### config.mk
export PLATFORM = sky130hd
export DESIGN_NAME = pwm_dbuf
export DESIGN_NICKNAME = d
export VERILOG_FILES = /design/src/rtl/pwm_dbuf_pkg.sv /design/src/rtl/pwm_regs.sv /design/src/rtl/pwm_timebase.sv /design/src/rtl/pwm_outstage.sv /design/src/rtl/pwm_dbuf.sv
export SDC_FILE = /design/constraint.sdc
export NUM_CORES = 1
export LEC_CHECK = 0
export ABC_CLOCK_PERIOD_IN_PS = 3900
export CORE_MARGIN = 8
export CORE_UTILIZATION = 40
export CTS_CLUSTER_DIAMETER = 200
export DETAILED_ROUTE_END_ITERATION = 10
export GPL_ROUTABILITY_DRIVEN = 0
export PLACE_DENSITY_LB_ADDON = 0.2
export REMOVE_ABC_BUFFERS = 1
export SLEW_MARGIN = 20
export SYNTH_ARGS = -nofsm -noshare
export SYNTH_HDL_FRONTEND = slang
export SYNTH_SLANG_ARGS = --single-unit
### constraint.sdc
create_clock -name clk -period 3.9 [get_ports clk]
set_input_delay 1.17 -clock clk [delete_from_list [all_inputs] [get_ports clk]]
set_output_delay 1.17 -clock clk [all_outputs]
set_load 0.02 [all_outputs]
### src/rtl/pwm_dbuf_pkg.sv
// Package: shared types and constants for the double-buffered PWM.
// Assumes the fractional time-base part is always two bits (four clock phases).
package pwm_dbuf_pkg;

    localparam int FRAC_W    = 2;  // fractional time-base bits
    localparam int MAX_SHIFT = 4;  // log2 of the largest divider (16)

    // Divider select codes, as written into control bits [1:0]
    typedef enum logic [1:0] {
        PS_DIV1   = 2'd0,
        PS_DIV4   = 2'd1,
        PS_DIV16  = 2'd2,
        PS_DIV16B = 2'd3
    } ps_e;

    localparam logic [1:0] ADDR_PERIOD  = 2'd0;
    localparam logic [1:0] ADDR_DUTY_HI = 2'd1;
    localparam logic [1:0] ADDR_CTRL    = 2'd2;

    // log2 of the divider ratio chosen by a select code
    function automatic int unsigned ps_shift(input ps_e sel);
        case (sel)
            PS_DIV1: return 0;
            PS_DIV4: return 2;
            default: return 4;
        endcase
    endfunction

endpackage

### src/rtl/pwm_regs.sv
// Module: pwm_regs
// Host-side register file. It holds the period, the write-side duty and the
// divider select. It also flags a write that changes the divider select.
// Assumes CNT_W >= 4, so that control bits [3:0] exist.
module pwm_regs
    import pwm_dbuf_pkg::*;
#(
    parameter int CNT_W = 8
) (
    input  logic                      clk,
    input  logic                      rst_n,
    input  logic                      wr_en,
    input  logic [1:0]                wr_addr,
    input  logic [CNT_W-1:0]          wr_data,
    output logic [CNT_W-1:0]          period,
    output logic [CNT_W+FRAC_W-1:0]   duty_wr,
    output ps_e                       ps_sel,
    output logic                      ps_chg
);
    localparam int DUTY_W = CNT_W + FRAC_W;

    // Register writes, decoded by address; address 3 is not decoded.
    always_ff @(posedge clk) begin
        if (!rst_n) begin
            period  <= '1;
            duty_wr <= '0;
            ps_sel  <= PS_DIV1;
        end else if (wr_en) begin
            case (wr_addr)
                ADDR_PERIOD:  period <= wr_data;
                ADDR_DUTY_HI: duty_wr[DUTY_W-1:FRAC_W] <= wr_data;
                ADDR_CTRL: begin
                    duty_wr[FRAC_W-1:0] <= wr_data[3:2];
                    ps_sel              <= ps_e'(wr_data[1:0]);
                end
                default: ;
            endcase
        end
    end

    // Flag a divider write whose code differs from the one in use.
    always_comb begin
        ps_chg = wr_en && (wr_addr == ADDR_CTRL) && (wr_data[1:0] != ps_sel);
    end

endmodule

### src/rtl/pwm_timebase.sv
// Module: pwm_timebase
// Divider counter plus 8-bit timer, forming a 10-bit time base. The module
// outputs the next-cycle value of the time base and a wrap flag, so that the
// output stage can act in the same edge.
// Assumes restart is a single-cycle pulse, and that en is high whenever
// restart is high.
module pwm_timebase
    import pwm_dbuf_pkg::*;
#(
    parameter int CNT_W = 8
) (
    input  logic                      clk,
    input  logic                      rst_n,
    input  logic                      en,
    input  logic                      restart,
    input  ps_e                       ps_sel,
    input  logic                      ps_chg,
    input  logic [CNT_W-1:0]          period,
    output logic                      wrap,
    output logic [CNT_W+FRAC_W-1:0]   tb_nxt,
    output logic [FRAC_W+MAX_SHIFT-1:0] pre_cnt
);
    localparam int PS_W = FRAC_W + MAX_SHIFT;

    logic [PS_W-1:0]  pre_q, pre_d, pre_lim, pre_sh;
    logic [CNT_W-1:0] tmr_q, tmr_d;
    logic             tick;

    // Last divider count before the timer steps: 4*ratio - 1.
    always_comb begin
        pre_lim = PS_W'((4 << ps_shift(ps_sel)) - 1);
        tick    = en && (pre_q == pre_lim);
        wrap    = tick && (tmr_q == period) && !restart;
    end

    // Next divider count: cleared on restart, on a divider change or on a tick.
    always_comb begin
        if (restart || ps_chg) pre_d = '0;
        else if (!en)          pre_d = pre_q;
        else if (tick)         pre_d = '0;
        else                   pre_d = pre_q + 1'b1;
    end

    // Next timer value: it steps on each tick and clears after matching the period.
    always_comb begin
        if (restart)   tmr_d = '0;
        else if (tick) tmr_d = (tmr_q == period) ? '0 : tmr_q + 1'b1;
        else           tmr_d = tmr_q;
    end

    // The fractional bits are the top two active bits of the divider count.
    always_comb begin
        pre_sh = pre_d >> ps_shift(ps_sel);
        tb_nxt = {tmr_d, pre_sh[FRAC_W-1:0]};
    end

    // Time-base state registers.
    always_ff @(posedge clk) begin
        if (!rst_n) begin
            pre_q <= '0;
            tmr_q <= '0;
        end else begin
            pre_q <= pre_d;
            tmr_q <= tmr_d;
        end
    end

    assign pre_cnt = pre_q;

endmodule

### src/rtl/pwm_outstage.sv
// Module: pwm_outstage
// Shadow duty register and output flop. At a period start it loads the shadow
// and sets the output, unless the new duty is zero. It clears the output on
// the edge where the time base reaches the shadow duty.
// Assumes tb_nxt is the time base value that will hold after this edge.
module pwm_outstage #(
    parameter int DUTY_W = 10
) (
    input  logic              clk,
    input  logic              rst_n,
    input  logic              en,
    input  logic              period_start,
    input  logic [DUTY_W-1:0] duty_wr,
    input  logic [DUTY_W-1:0] tb_nxt,
    output logic [DUTY_W-1:0] duty_shadow,
    output logic              pwm_out
);
    // Shadow duty: copied from the write side only at a period start.
    always_ff @(posedge clk) begin
        if (!rst_n)            duty_shadow <= '0;
        else if (period_start) duty_shadow <= duty_wr;
    end

    // Output level: set at a period start, cleared on a compare match, low when off.
    always_ff @(posedge clk) begin
        if (!rst_n)                      pwm_out <= 1'b0;
        else if (!en)                    pwm_out <= 1'b0;
        else if (period_start)           pwm_out <= (duty_wr != '0);
        else if (tb_nxt == duty_shadow)  pwm_out <= 1'b0;
    end

endmodule

### src/rtl/pwm_dbuf.sv
// Module: pwm_dbuf (top)
// Double-buffered PWM generator: register port, 10-bit time base, and a
// shadowed duty compare driving one output.
// Assumes a synchronous, active-low reset, and a host that uses only
// addresses 0 to 2.
module pwm_dbuf
    import pwm_dbuf_pkg::*;
#(
    parameter int CNT_W = 8
) (
    input  logic                    clk,
    input  logic                    rst_n,
    input  logic                    en,
    input  logic                    wr_en,
    input  logic [1:0]              wr_addr,
    input  logic [CNT_W-1:0]        wr_data,
    output logic [CNT_W+FRAC_W-1:0] duty_shadow,
    output logic                    pwm_out
);
    localparam int DUTY_W = CNT_W + FRAC_W;
    localparam int PS_W   = FRAC_W + MAX_SHIFT;

    logic [CNT_W-1:0]  period;
    logic [DUTY_W-1:0] duty_wr, tb_nxt;
    logic [PS_W-1:0]   pre_cnt;
    ps_e               ps_sel;
    logic              ps_chg, wrap, en_q, en_rise, period_start;

    // Remember the previous enable, so that its rising edge can be seen.
    always_ff @(posedge clk) begin
        if (!rst_n) en_q <= 1'b0;
        else        en_q <= en;
    end

    // A period starts on an enable rise or on a timer wrap.
    always_comb begin
        en_rise      = en && !en_q;
        period_start = en_rise || wrap;
    end

    pwm_regs #(.CNT_W(CNT_W)) u_regs (
        .clk     (clk),
        .rst_n   (rst_n),
        .wr_en   (wr_en),
        .wr_addr (wr_addr),
        .wr_data (wr_data),
        .period  (period),
        .duty_wr (duty_wr),
        .ps_sel  (ps_sel),
        .ps_chg  (ps_chg)
    );

    pwm_timebase #(.CNT_W(CNT_W)) u_tb (
        .clk     (clk),
        .rst_n   (rst_n),
        .en      (en),
        .restart (en_rise),
        .ps_sel  (ps_sel),
        .ps_chg  (ps_chg),
        .period  (period),
        .wrap    (wrap),
        .tb_nxt  (tb_nxt),
        .pre_cnt (pre_cnt)
    );

    pwm_outstage #(.DUTY_W(DUTY_W)) u_out (
        .clk          (clk),
        .rst_n        (rst_n),
        .en           (en),
        .period_start (period_start),
        .duty_wr      (duty_wr),
        .tb_nxt       (tb_nxt),
        .duty_shadow  (duty_shadow),
        .pwm_out      (pwm_out)
    );

endmodule

==> impl_metrics.toml <==
[final_layout]
fillCellCount = 638
seqCellArea_um2 = 921
multi_input_area_um2 = 1550
fin_cells = 377
fin_util_pct = 47.0
drive_gt1_share_pct = 9.00
final_nets = 315
antenna_cells = 0
syn_to_final_growth_pct = 15.0
final_area_um2 = 2950

[yosys]
yosysWarnings = 0
synth_flop_cell = "dfxtp_1"
avgSynthCellArea_um2 = 9.17
synth.yosys.seq_area_share_pct = 35.9
yosysMostFrequentCell = "dfxtp_1"
synth-edff-count = 0
yosys-top-cells-area = "dfxtp_1 (36%), mux2i_1 (9.7%), nor2b_1 (5.6%)"
synth_top_cells_by_count = "dfxtp_1 (46), nand2_1 (29), mux2i_1 (25)"
syn-cell-area_um2 = 2570
synth_top_cell_by_area = "dfxtp_1"
async_flop_share_pct = 0
syn_inst = 280
ys_ff_latch = 46
ys_types = 55
netlist.area_leader.share_pct = 35.9

[clock_network]
cts_buffer_depth = 2
cts_buffers = 5
cts_setup_buffers = 0
cts-hold-fix-buffers = 0
clkSlewWorstSetupHoldPaths_ps = 90
cts_tree = "done"
clk_latency_ps = 300
cts_resized = 0
cts_root_buffer = "clkbuf_8"
cts.sinks = 46
cts_max_level = 2

[floorplanning]
die_h_um = 96.1
start_util_pct = 40.9
dieArea_um2 = 9240
num_io_pins = 25
core_um2 = 6280
rows = 29
dieWidth_um = 96.1

[drt]
drc_errors = 0
vias = 2039
firstDrtPassIters = 4
drtIter0Drc = 123
wirelength_mm = 5.87
wl_per_cell_um = 15.6
final_antenna_net_count = 0
viasPerCell = 5.41

[timing]
rsz0062_at_grt = "no"
final.min_clock_period_ps = 3310
fin_hold_ws_ps = 487
tns_ps = 0
skew_ps = 7.58
max_freq_mhz = 302
maxSlewViolCount = 0
worst_slew_pin_slew_ps = 811
timing.final.ws_setup_ps = 588
setup_violations = 0
finalCritPeriodShare_pct = 84.9
final_hold_viol_count = 0
slew_headroom_pct = 45.8

[setup_path]
crit_chain = "clkdlybuf4s50_1 -> nand4_1 -> xnor2_1 -> a311oi_1 -> o32ai_1 -> xnor2_1 -> o221ai_1 -> a2111oi_4 -> a31oi_1"
critical_path_class = "in2reg"
cp_num_buf_inv = 1
cp_slowest_cell = "clkdlybuf4s50_1"
cp.arrival_ps = 3480
start_kind = "primary input"
path_delay_family = "compound AO/OA/AOI/OAI gates"
slowest_delay_ps = 650
crit_fanout = 8
cp.required_ps = 4070
crit_top_cell = "xnor2_1"
end_kind = "register"

[placement]
dp_cells = 369
dpl_cell_area_um2 = 2840
io_buffers = 24
pre_cts_slack_ps = 279
hpwl_mm = 4.55

[global_routing]
grt_usage_pct = 13.8
grt_max_degree = 26
antenna_found_initial = 0
grt_pass1_wl_mm = 10.0
grt.overflow.total = 0
grt_pass1_vias = 2030

[power]
p_leak_nw = 1.18
powerDensity_nw_per_um2 = 326
ir_drop_mv = 0.194
power_uw = 962

[flow_run]
drv_cap = 0

[run_status]
status = "completed"

[worst_hold_path]
hold_class = "reg2reg"
[worst paths after layout]
path	startpoint	slack, ps	end	depth (start not counted)
max	en	590	u_out.pwm_out	9
min	u_regs.period[0]	490	u_regs.period[0]	2
max reg2reg	u_tb.tmr_q[3]	1430	u_out.pwm_out	8
min reg2reg	u_regs.period[0]	490	u_regs.period[0]	2
[registers in the layout (all words and copies together) (netlist names)]
signal             cells
en_q                   1
u_out.duty_shadow     10
u_out.pwm_out          1
u_regs.duty_wr        10
u_regs.period          8
u_regs.ps_sel          2
u_tb.pre_cnt           6
u_tb.tmr_q             8
[cell usage in the layout (no fill, tap or decap), types with 2 or more instances in the layout]
cell type	synthesis	routed
o21ai_0	2	2
mux2i_1	25	25
and3_1	11	11
nor2_1	15	15
ha_1	2	2
nand2_1	29	29
nand3_1	17	17
nand4_1	7	7
nor4_1	5	5
nor3_1	3	3
nor3b_1	5	5
a31oi_1	2	2
a311oi_1	2	2
xor2_1	14	14
inv_1	2	2
clkbuf_8	0	5
clkdlybuf4s50_1	0	24
buf_4	2	4
nand3b_1	4	4
xnor2_1	12	12
and2_4	2	2
a21oi_1	6	6
dfxtp_1	46	46
nor2b_1	23	23
[worst reg2reg max path: stages, from the launching register on]
cell and delay (ps):
dfxtp_1 600, xor2_1 130, nor4_1 370, nand2_1 210, o21a_4 300, o21a_1 130
o311a_4 310, a2111oi_4 180, a31oi_1 110
[cell type report]
cell class                 count  share of cell area, %
multi-input combinational    216                   52.3
sequential                    46                   31.2
inverter                       2                  0.254
clock buffer                   5                   2.33
tap                           77                   3.26
clock inverter                 3                   1.48
timing repair buffer          28                   9.15
[layer usage]
metal  GRT usage [%]  up-vias  routed length (µm)
met5               0        -                   0
li1                -     1029                   -
met1            17.5      969                2880
met3            2.18        7                 143
met2            23.0       34                2770
met4            4.61        0                  76
[cell families (layout without fill, tap and decap cells)]
group,after synthesis,after routing,share of synthesized area (%)
adder cells (fa/ha/maj),2,2,0.975
buffers and inverters,18,38,3.95
flip-flops,46,46,35.9
AO/OA/AOI/OAI,29,29,10.6
XOR/XNOR,27,27,9.75
AND/OR/NAND/NOR,132,132,28.7
multiplexers,26,26,10.2
[report_power, final]
group	total, mW	internal, mW	switching, mW
Clock	0.365	0.192	0.173
Sequential	0.492	0.481	0.0116
Combinational	0.105	0.0554	0.0498
Total	0.962	0.728	0.234
No activity file was read; power rests on OpenSTA's default activity.
